<file path="config.mk">
export PLATFORM = sky130hd
export DESIGN_NAME = weekly_alarm_matcher
export DESIGN_NICKNAME = d
export VERILOG_FILES = /design/src/rtl/wkal_pkg.sv /design/src/rtl/wkal_regs.sv /design/src/rtl/wkal_match.sv /design/src/rtl/wkal_pending.sv /design/src/rtl/weekly_alarm_matcher.sv
export SDC_FILE = /design/constraint.sdc
export NUM_CORES = 1
export LEC_CHECK = 0
export BUFFER_PORTS_ARGS = -buffer_cell sky130_fd_sc_hd__buf_2
export CAP_MARGIN = 20
export CORE_MARGIN = 4
export CORE_UTILIZATION = 40
export CTS_CLUSTER_SIZE = 8
export DETAILED_ROUTE_END_ITERATION = 12
export GPL_TIMING_DRIVEN = 0
export PLACE_DENSITY = 0.76
export SYNTH_ARGS = -nofsm -noshare
export SYNTH_HDL_FRONTEND = slang
export SYNTH_SLANG_ARGS = --single-unit
</file>
<file path="constraint.sdc">
create_clock -name clk -period 1.1 [get_ports clk]
set_input_delay 0.22 -clock clk [delete_from_list [all_inputs] [get_ports clk]]
set_output_delay 0.22 -clock clk [all_outputs]
set_load 0.02 [all_outputs]
</file>
<file path="src/rtl/wkal_pkg.sv">
package wkal_pkg;
  localparam int DATA_W  = 32;
  localparam int ADDR_W  = 2;
  localparam int SEC_W   = 6;
  localparam int MIN_W   = 6;
  localparam int HR_W    = 5;
  localparam int DAY_W   = 3;
  localparam int SEC_LSB = 0;
  localparam int MIN_LSB = 8;
  localparam int HR_LSB  = 16;
  localparam int DAY_LSB = DATA_W - DAY_W;
  localparam int KEY_W   = SEC_W + MIN_W + HR_W;

  localparam logic [ADDR_W-1:0] A_ALARM = 2'd0;
  localparam logic [ADDR_W-1:0] A_EN    = 2'd1;
  localparam logic [ADDR_W-1:0] A_PEND  = 2'd2;

  typedef logic [KEY_W-1:0] tkey_t;

  // Pack the valid time fields of a word into one compare key.
  function automatic tkey_t time_key(input logic [DATA_W-1:0] w);
    return {w[HR_LSB +: HR_W], w[MIN_LSB +: MIN_W], w[SEC_LSB +: SEC_W]};
  endfunction

  // Spread a key back into register layout, reserved bits zero.
  function automatic logic [DATA_W-1:0] key_word(input tkey_t k);
    logic [DATA_W-1:0] w;
    w = '0;
    w[SEC_LSB +: SEC_W] = k[0 +: SEC_W];
    w[MIN_LSB +: MIN_W] = k[SEC_W +: MIN_W];
    w[HR_LSB +: HR_W]   = k[SEC_W + MIN_W +: HR_W];
    return w;
  endfunction

  function automatic logic [DAY_W-1:0] day_of(input logic [DATA_W-1:0] w);
    return w[DAY_LSB +: DAY_W];
  endfunction
endpackage

</file>
<file path="src/rtl/wkal_regs.sv">
module wkal_regs
  import wkal_pkg::*;
#(
  parameter int NUM_DAYS = 7
) (
  input  logic                clk,
  input  logic                rst_n,
  input  logic                wr_en,
  input  logic [ADDR_W-1:0]   addr,
  input  logic [DATA_W-1:0]   wdata,
  input  logic [NUM_DAYS-1:0] pend,
  output tkey_t               alarm_key,
  output logic [NUM_DAYS-1:0] en,
  output logic [NUM_DAYS-1:0] clr,
  output logic [DATA_W-1:0]   rdata
);
  tkey_t               key_q;
  logic [NUM_DAYS-1:0] en_q;
  logic                wr_alarm, wr_en_reg, wr_pend;
  logic                unused_wdata;

  assign wr_alarm     = wr_en && (addr == A_ALARM);
  assign wr_en_reg    = wr_en && (addr == A_EN);
  assign wr_pend      = wr_en && (addr == A_PEND);
  assign unused_wdata = ^wdata;

  always_ff @(posedge clk) begin
    if (!rst_n) begin
      key_q <= '0;
      en_q  <= '0;
    end else begin
      if (wr_alarm)  key_q <= time_key(wdata);
      if (wr_en_reg) en_q  <= wdata[NUM_DAYS-1:0];
    end
  end

  assign alarm_key = key_q;
  assign en        = en_q;
  assign clr       = wr_pend ? wdata[NUM_DAYS-1:0] : '0;

  always_comb begin
    rdata = '0;
    case (addr)
      A_ALARM: rdata = key_word(key_q);
      A_EN:    rdata[NUM_DAYS-1:0] = en_q;
      A_PEND:  rdata[NUM_DAYS-1:0] = pend;
      default: rdata = '0;
    endcase
  end
endmodule

</file>
<file path="src/rtl/wkal_match.sv">
module wkal_match
  import wkal_pkg::*;
#(
  parameter int NUM_DAYS = 7
) (
  input  logic                tick,
  input  logic [DATA_W-1:0]   rtc_time,
  input  tkey_t               alarm_key,
  input  logic [NUM_DAYS-1:0] en,
  output logic [NUM_DAYS-1:0] hit
);
  logic             key_eq;
  logic [DAY_W-1:0] day;
  logic             unused_rtc;

  assign key_eq     = (time_key(rtc_time) == alarm_key);
  assign day        = day_of(rtc_time);
  assign unused_rtc = ^rtc_time;

  for (genvar d = 0; d < NUM_DAYS; d++) begin : g_day
    assign hit[d] = tick && en[d] && key_eq && (day == DAY_W'(d));
  end
endmodule

</file>
<file path="src/rtl/wkal_pending.sv">
module wkal_pending #(
  parameter int NUM_DAYS = 7
) (
  input  logic                clk,
  input  logic                rst_n,
  input  logic [NUM_DAYS-1:0] hit,
  input  logic [NUM_DAYS-1:0] clr,
  output logic [NUM_DAYS-1:0] pend
);
  for (genvar d = 0; d < NUM_DAYS; d++) begin : g_flag
    always_ff @(posedge clk) begin
      if (!rst_n)      pend[d] <= 1'b0;
      else if (hit[d]) pend[d] <= 1'b1;
      else if (clr[d]) pend[d] <= 1'b0;
    end
  end
endmodule

</file>
<file path="src/rtl/weekly_alarm_matcher.sv">
module weekly_alarm_matcher
  import wkal_pkg::*;
#(
  parameter int NUM_DAYS = 7
) (
  input  logic              clk,
  input  logic              rst_n,
  input  logic              reg_wr,
  input  logic [ADDR_W-1:0] reg_addr,
  input  logic [DATA_W-1:0] reg_wdata,
  output logic [DATA_W-1:0] reg_rdata,
  input  logic              tick_1s,
  input  logic [DATA_W-1:0] rtc_time,
  output logic              irq
);
  tkey_t               alarm_key;
  logic [NUM_DAYS-1:0] en_q;
  logic [NUM_DAYS-1:0] clr_vec;
  logic [NUM_DAYS-1:0] hit_vec;
  logic [NUM_DAYS-1:0] pend_q;

  wkal_regs #(.NUM_DAYS(NUM_DAYS)) u_regs (
    .clk(clk), .rst_n(rst_n), .wr_en(reg_wr), .addr(reg_addr),
    .wdata(reg_wdata), .pend(pend_q), .alarm_key(alarm_key),
    .en(en_q), .clr(clr_vec), .rdata(reg_rdata)
  );

  wkal_match #(.NUM_DAYS(NUM_DAYS)) u_match (
    .tick(tick_1s), .rtc_time(rtc_time), .alarm_key(alarm_key),
    .en(en_q), .hit(hit_vec)
  );

  wkal_pending #(.NUM_DAYS(NUM_DAYS)) u_pend (
    .clk(clk), .rst_n(rst_n), .hit(hit_vec), .clr(clr_vec), .pend(pend_q)
  );

  assign irq = |pend_q;
endmodule

</file>
# [Word-level counts from Yosys, hierarchy flattened]
# Cells that the tools add are included.
[word_totals] reg_bits=31 in_bits=70 elab_cells=69
[op_classes] eq_ne=9 muxes=17 n_reduce_logical=34
[ops] op="logical AND 1 bit" n=24
[ops] op="case mux 7 bit (3 select lines)" n=1
[ops] op="equality test 17 bit" n=1
[ops] op="two-way mux 1 bit" n=14
[ops] op="two-way mux 14 bit" n=1
[ops] op="nonzero test 2 bit" n=7
[ops] op="equality test 3 bit (second input constant)" n=3
[ops] op="two-way mux 7 bit" n=1
[ops] op="OR reduction 7 bit" n=1
[ops] op="equality test 3 x 2 -> 1 bit (second input constant)" n=2
[ops] op="equality test 3 x 1 -> 1 bit (second input constant)" n=1
[ops] op="zero test 3 bit" n=1
[ops] op="equality test 2 x 1 -> 1 bit (second input constant)" n=1
[ops] op="equality test 2 bit (second input constant)" n=1
[ops] op="zero test 2 bit" n=1

# [Longest topological paths before layout]
[logic_depth] ltp_word=5 depth_mapped=7 mapped_depth_nobuf=4

# [Hierarchy]
# Synthesis repeated with hierarchy kept, for this count alone.
[unflattened] hier_cells=219 hier_area_um2=1894.3
[by_module_without_submodules] mod="wkal_regs" n_inst=1 cells_each=154 area_per_inst_um2=1355.0 seq_area_each_um2=480.5
[by_module_without_submodules] mod="wkal_match" n_inst=1 cells_each=41 area_per_inst_um2=287.8 seq_area_each_um2=0.0
[by_module_without_submodules] mod="wkal_pending" n_inst=1 cells_each=21 area_per_inst_um2=236.5 seq_area_each_um2=140.1
[by_module_without_submodules] mod="weekly_alarm_matcher" n_inst=1 cells_each=3 area_per_inst_um2=15.0 seq_area_each_um2=0.0

# [Least setup slack after synthesis]
# Ideal clock, no wire load.
[synth_path] path_kind="input port to output port" start="input reg_addr[1]" end="output reg_rdata[0]" arrival_time_ns=0.946 path_slack_ns=-0.066 cell_stages=3 cell_sequence="buf_6 mux2i_1 o21ai_0"
[synth_via] elab_chain_len=2 elab_cells_between_ends=4 classes_between="2 x eq/ne; 1 x mux; 1 x reduce/logical"
[synth_lines] item="start: declaration" line="weekly_alarm_matcher.sv:9" rtl="input logic [ADDR_W-1:0] reg_addr,"
[synth_lines] item="equality test 2 bit (tied with other cells)" line="wkal_regs.sv:43" rtl="case (addr)"
[synth_lines] item="case mux 7 bit (3 select lines) (*)" line="wkal_regs.sv:43"
[synth_lines] item="end: declaration" line="weekly_alarm_matcher.sv:11" rtl="output logic [DATA_W-1:0] reg_rdata,"
# Mark *: on every way between the ends. The rest lies on a longest branch, timed or not.

# [Final worst setup path]
[layout_path] start="register u_pend.pend[1]" end="output irq"
[layout_via] elab_chain_len=1
[layout_lines] item="start: declaration" line="wkal_pending.sv:8" rtl="output logic [NUM_DAYS-1:0] pend"
[layout_lines] item="start signal: indexed assignment" line="wkal_pending.sv:12" rtl="if (!rst_n) pend[d] <= 1'b0;"
[layout_lines] item="start signal: indexed assignment" line="wkal_pending.sv:13" rtl="else if (hit[d]) pend[d] <= 1'b1;"
[layout_lines] item="start signal: indexed assignment" line="wkal_pending.sv:14" rtl="else if (clr[d]) pend[d] <= 1'b0;"
[layout_lines] item="OR reduction 7 bit" line="weekly_alarm_matcher.sv:37" rtl="assign irq = |pend_q;"
[layout_lines] item="end: declaration" line="weekly_alarm_matcher.sv:14" rtl="output logic irq"
# Every way passes these cells.

==> results.rst <==
.. list-table::
   :header-rows: 1

   * - Metric
     - Value
   * - Main flop type after synthesis
     - dfxtp_1
   * - Clock buffer depth
     - 2
   * - Worst reg2reg path depth
     - 4
   * - Critical path launch point type
     - flip-flop
   * - Hold Crit Class
     - input port to flip-flop
   * - Diodes inserted
     - 0
   * - Count of max-cap constraint violations
     - 0
   * - HPWL after detailed placement
     - approximately 3700 um
   * - Starting density of the core
     - about two fifths
   * - CP max stage delay
     - between 0.3 and 0.4 ns
   * - Placed Area
     - roughly 0.0023 mm^2
   * - Total die area
     - about 0.0058 mm^2
   * - Pin count of the biggest net entering global routing
     - 11
   * - CTS tree
     - built
   * - Number of global-route vias before repair
     - around 2.0k
   * - Source of the worst register-to-register timing path
     - u_regs.alarm_key[7]
   * - Final critical-path share of the clock period
     - 123%
   * - RSZ-0062 raised after global routing
     - true
   * - Largest driver fanout on the critical path
     - 3
   * - Clock Skew
     - ~0.004 ns
   * - Beginning of the critical path
     - u_pend.pend[1]
   * - Master cell of the clock root buffer
     - clkbuf_8
   * - Register-to-register setup slack
     - -0.20 ns
   * - Synth Register Bits
     - 31
   * - Netlist area before placement
     - ~0.0018 mm^2
   * - DRT antenna net count
     - 0
   * - Post-route worst setup slack
     - -0.253 ns
   * - Post-route DRC
     - 0
   * - Total Negative Setup Slacks
     - -3.05 ns
   * - Max Slew Vio Count
     - 0
   * - Initial DRT Pass Iterations
     - 4
   * - GRT Residual Overflow
     - 0
   * - Clock edge transition at the registers on the reported setup and hold paths
     - around 0.060 ns
   * - Data required time of the critical path
     - about 0.88 ns
   * - RR Endpoint
     - u_pend.pend[4]
   * - Final Setup Violations
     - 26
   * - Number of standard cells in the layout, taps in and fillers out
     - ~380
   * - Placed cell count
     - between 300 and 400
   * - Final Critical Period
     - roughly 1.4 ns
   * - Number of clock buffers inserted by TritonCTS
     - 5
   * - Cell breakdown of the critical path
     - nor4_2, nand2_1, buf_6
   * - Count of synthesis-stage warnings from yosys
     - 0
   * - Worst Path Arrival
     - 1.13 ns
   * - Endpoint of the most critical setup path
     - irq
   * - Sequential cell area fraction in the yosys report
     - between 30% and 40%
   * - Wire length after detailed routing
     - 5940 um
   * - Number of top-level pins
     - 103
   * - Per-instance average area after synthesis
     - between 8 and 9 um^2
   * - Utilization after layout
     - between 60% and 70%
   * - Drt initial violations
     - around 110
   * - Clock latency reported for the late side of the worst-skew pair
     - ~0.28 ns
   * - Share of layout cells above drive strength 1
     - between 50% and 60%
   * - Critical-path cell with the highest stage delay
     - dfxtp_2
   * - Vias per std cell
     - roughly 5.1
   * - Number of hold-repair buffers added at the cts stage
     - 0
   * - GR Util All Layers
     - a little over a fifth
   * - Number of levels the H-tree was split into
     - 2
   * - Max Clock Freq
     - ~740 MHz
   * - Core region area
     - between 0.004 and 0.005 mm^2
   * - Net total in the final layout
     - 400
   * - Growth of design area from synthesis to finish
     - 59.1%
   * - DR WL/cell
     - between 15 and 20 um
   * - Fraction of synthesis flops using an asynchronous set or reset pin
     - 0%
   * - Number of flops mapped to enable cells by yosys
     - 0
   * - Power Dens Cells
     - 943 mW/mm^2
   * - Worst IR Drop VDD
     - 625 uV
   * - Horiz. Die Dim
     - between 70 and 80 um
   * - First-pass GRT wire length
     - 9070 um
   * - Routability-driven placement congestion ratio
     - 0.856
   * - Die H
     - ~76 um
   * - Number of rows in the core area
     - 24
   * - Final std cell area, no fill
     - about 0.003 mm^2
   * - Count of vias placed by the detailed router
     - between 1.5k and 2k
   * - Antenna violations before repair
     - 0
   * - Violations in the final reports
     - setup timing
   * - Outcome
     - complete, but fails checks
   * - CTS sink count
     - 31
   * - Count of port buffers added during placement
     - 61
   * - Category of the critical setup timing path
     - flip-flop to output pin
   * - Unique cell type count in the Yosys netlist
     - 30
   * - Count of final hold-check violations
     - 0
   * - Power Total
     - about 2.8 mW
   * - Number of instances in the synthesized netlist
     - 230
   * - Crit end category
     - output pin
   * - Reported leakage power
     - 1.25 nW
registers in the layout (all words and copies together), names as in the netlist:
signal	flops
u_pend.pend	7
u_regs.en	7
u_regs.alarm_key	17
cells in the final DEF (no fill, tap or decap), drive strengths merged:
cell,netlist,layout
and3b,1,1
nor3,2,2
dfxtp,31,31
buf,20,101
nor2,1,1
and4,1,1
clkbuf,6,13
xnor2,13,13
nor4,2,2
nand2,60,60
mux2i,6,6
nor4b,1,1
o21ai,13,13
xor2,4,4
a21boi,24,24
and4b,3,3
and2,12,12
or3,1,1
nand3,22,22
nand3b,1,1
conb,1,14
nand4,2,2
nor4bb,2,2
nor2b,1,1
how the worst min path moves through the flow:
stage,from,to,slack [ns],cells past startpoint
5_1_grt,reg_wdata[20],u_regs.alarm_key[16],0.17,3
3_3_place_gp,u_regs.en[3],u_regs.en[3],0.46,2
3_5_place_dp,u_pend.pend[6],u_pend.pend[6],0.47,2
2_1_floorplan,reg_wdata[17],u_regs.alarm_key[13],0.36,2
4_1_cts,reg_wdata[11],u_regs.alarm_key[9],0.17,3
6_report,reg_wdata[12],u_regs.alarm_key[10],0.16,3
synth_stat cells (2+ instances only):
cell | instances | area (um^2)
buf_4 | 15 | 113
o21ai_0 | 6 | 30.0
a21boi_0 | 21 | 158
nor3_1 | 2 | 10.0
and2_1 | 12 | 75.1
nand2_1 | 59 | 221
xnor2_1 | 13 | 114
dfxtp_1 | 31 | 621
mux2i_1 | 6 | 60.1
o21ai_1 | 7 | 35.0
and4b_1 | 3 | 30.0
nor4bb_1 | 2 | 20.0
nand3_1 | 22 | 110
clkbuf_1 | 6 | 22.5
a21boi_1 | 3 | 22.5
xor2_1 | 4 | 35.0
buf_2 | 2 | 10.0
buf_6 | 3 | 33.8
nand4_1 | 2 | 12.5
cells by family after synthesis:
logic type / Yosys count / share of synthesized area [%]
xor gates and xnor gates: 17 / 8.09
other: 1 / 0.204
AOI/OAI and AO/OA: 37 / 13.3
and+or+nand+nor: 112 / 31.7
DFF: 31 / 33.7
buffers and inverters: 26 / 9.72
muxes: 6 / 3.26
stage by stage:
stage | hold slack (ns) | setup slack, ns
CTS | 0.169 | -0.255
global route | 0.173 | -0.283
floorplan | 0.357 | -0.0492
finish | 0.162 | -0.253
detailed placement | 0.469 | -0.411
global placement | 0.464 | -0.409
critical path, delay by kind of cell (launching register included):
kind                   cells  cell delay [ns]
DFF                        1             0.33
buffers and inverters      1             0.14
and+or+nand+nor            2             0.37
area by class of cell:
cell class,instances,area [um^2]
Fill cell,357,1490
Multi-Input combinational cell,186,1250
Timing Repair Buffer,81,657
Sequential cell,31,652
Buffer,25,206
Clock buffer,8,100
Tap cell,52,65.1
timing repair:
action                     4_1_cts  5_1_grt
gates resized for setup         87       33
cloned                           2        1
buffers inserted                14        3
pin swaps                       18       15
setup endpoints to repair       26       31
report_power, final:
part           internal [mW]  leakage, nW  switching (mW)  total, mW
logic                  0.293        0.937           0.287      0.579
registers               1.15        0.263          0.0280       1.18
clock network          0.571       0.0515           0.429       1.00
total                   2.02         1.25           0.744       2.76
routing by layer:
layer  global-route usage (%)  vias up  wire (um)
met5                        0        -          0
met4                     8.54        0         94
met3                     6.20       14        475
met2                     36.2       84       3110
met1                     24.9      910       2260
li1                         -      948          -
Note: power is estimated with default switching activity, not from simulation.
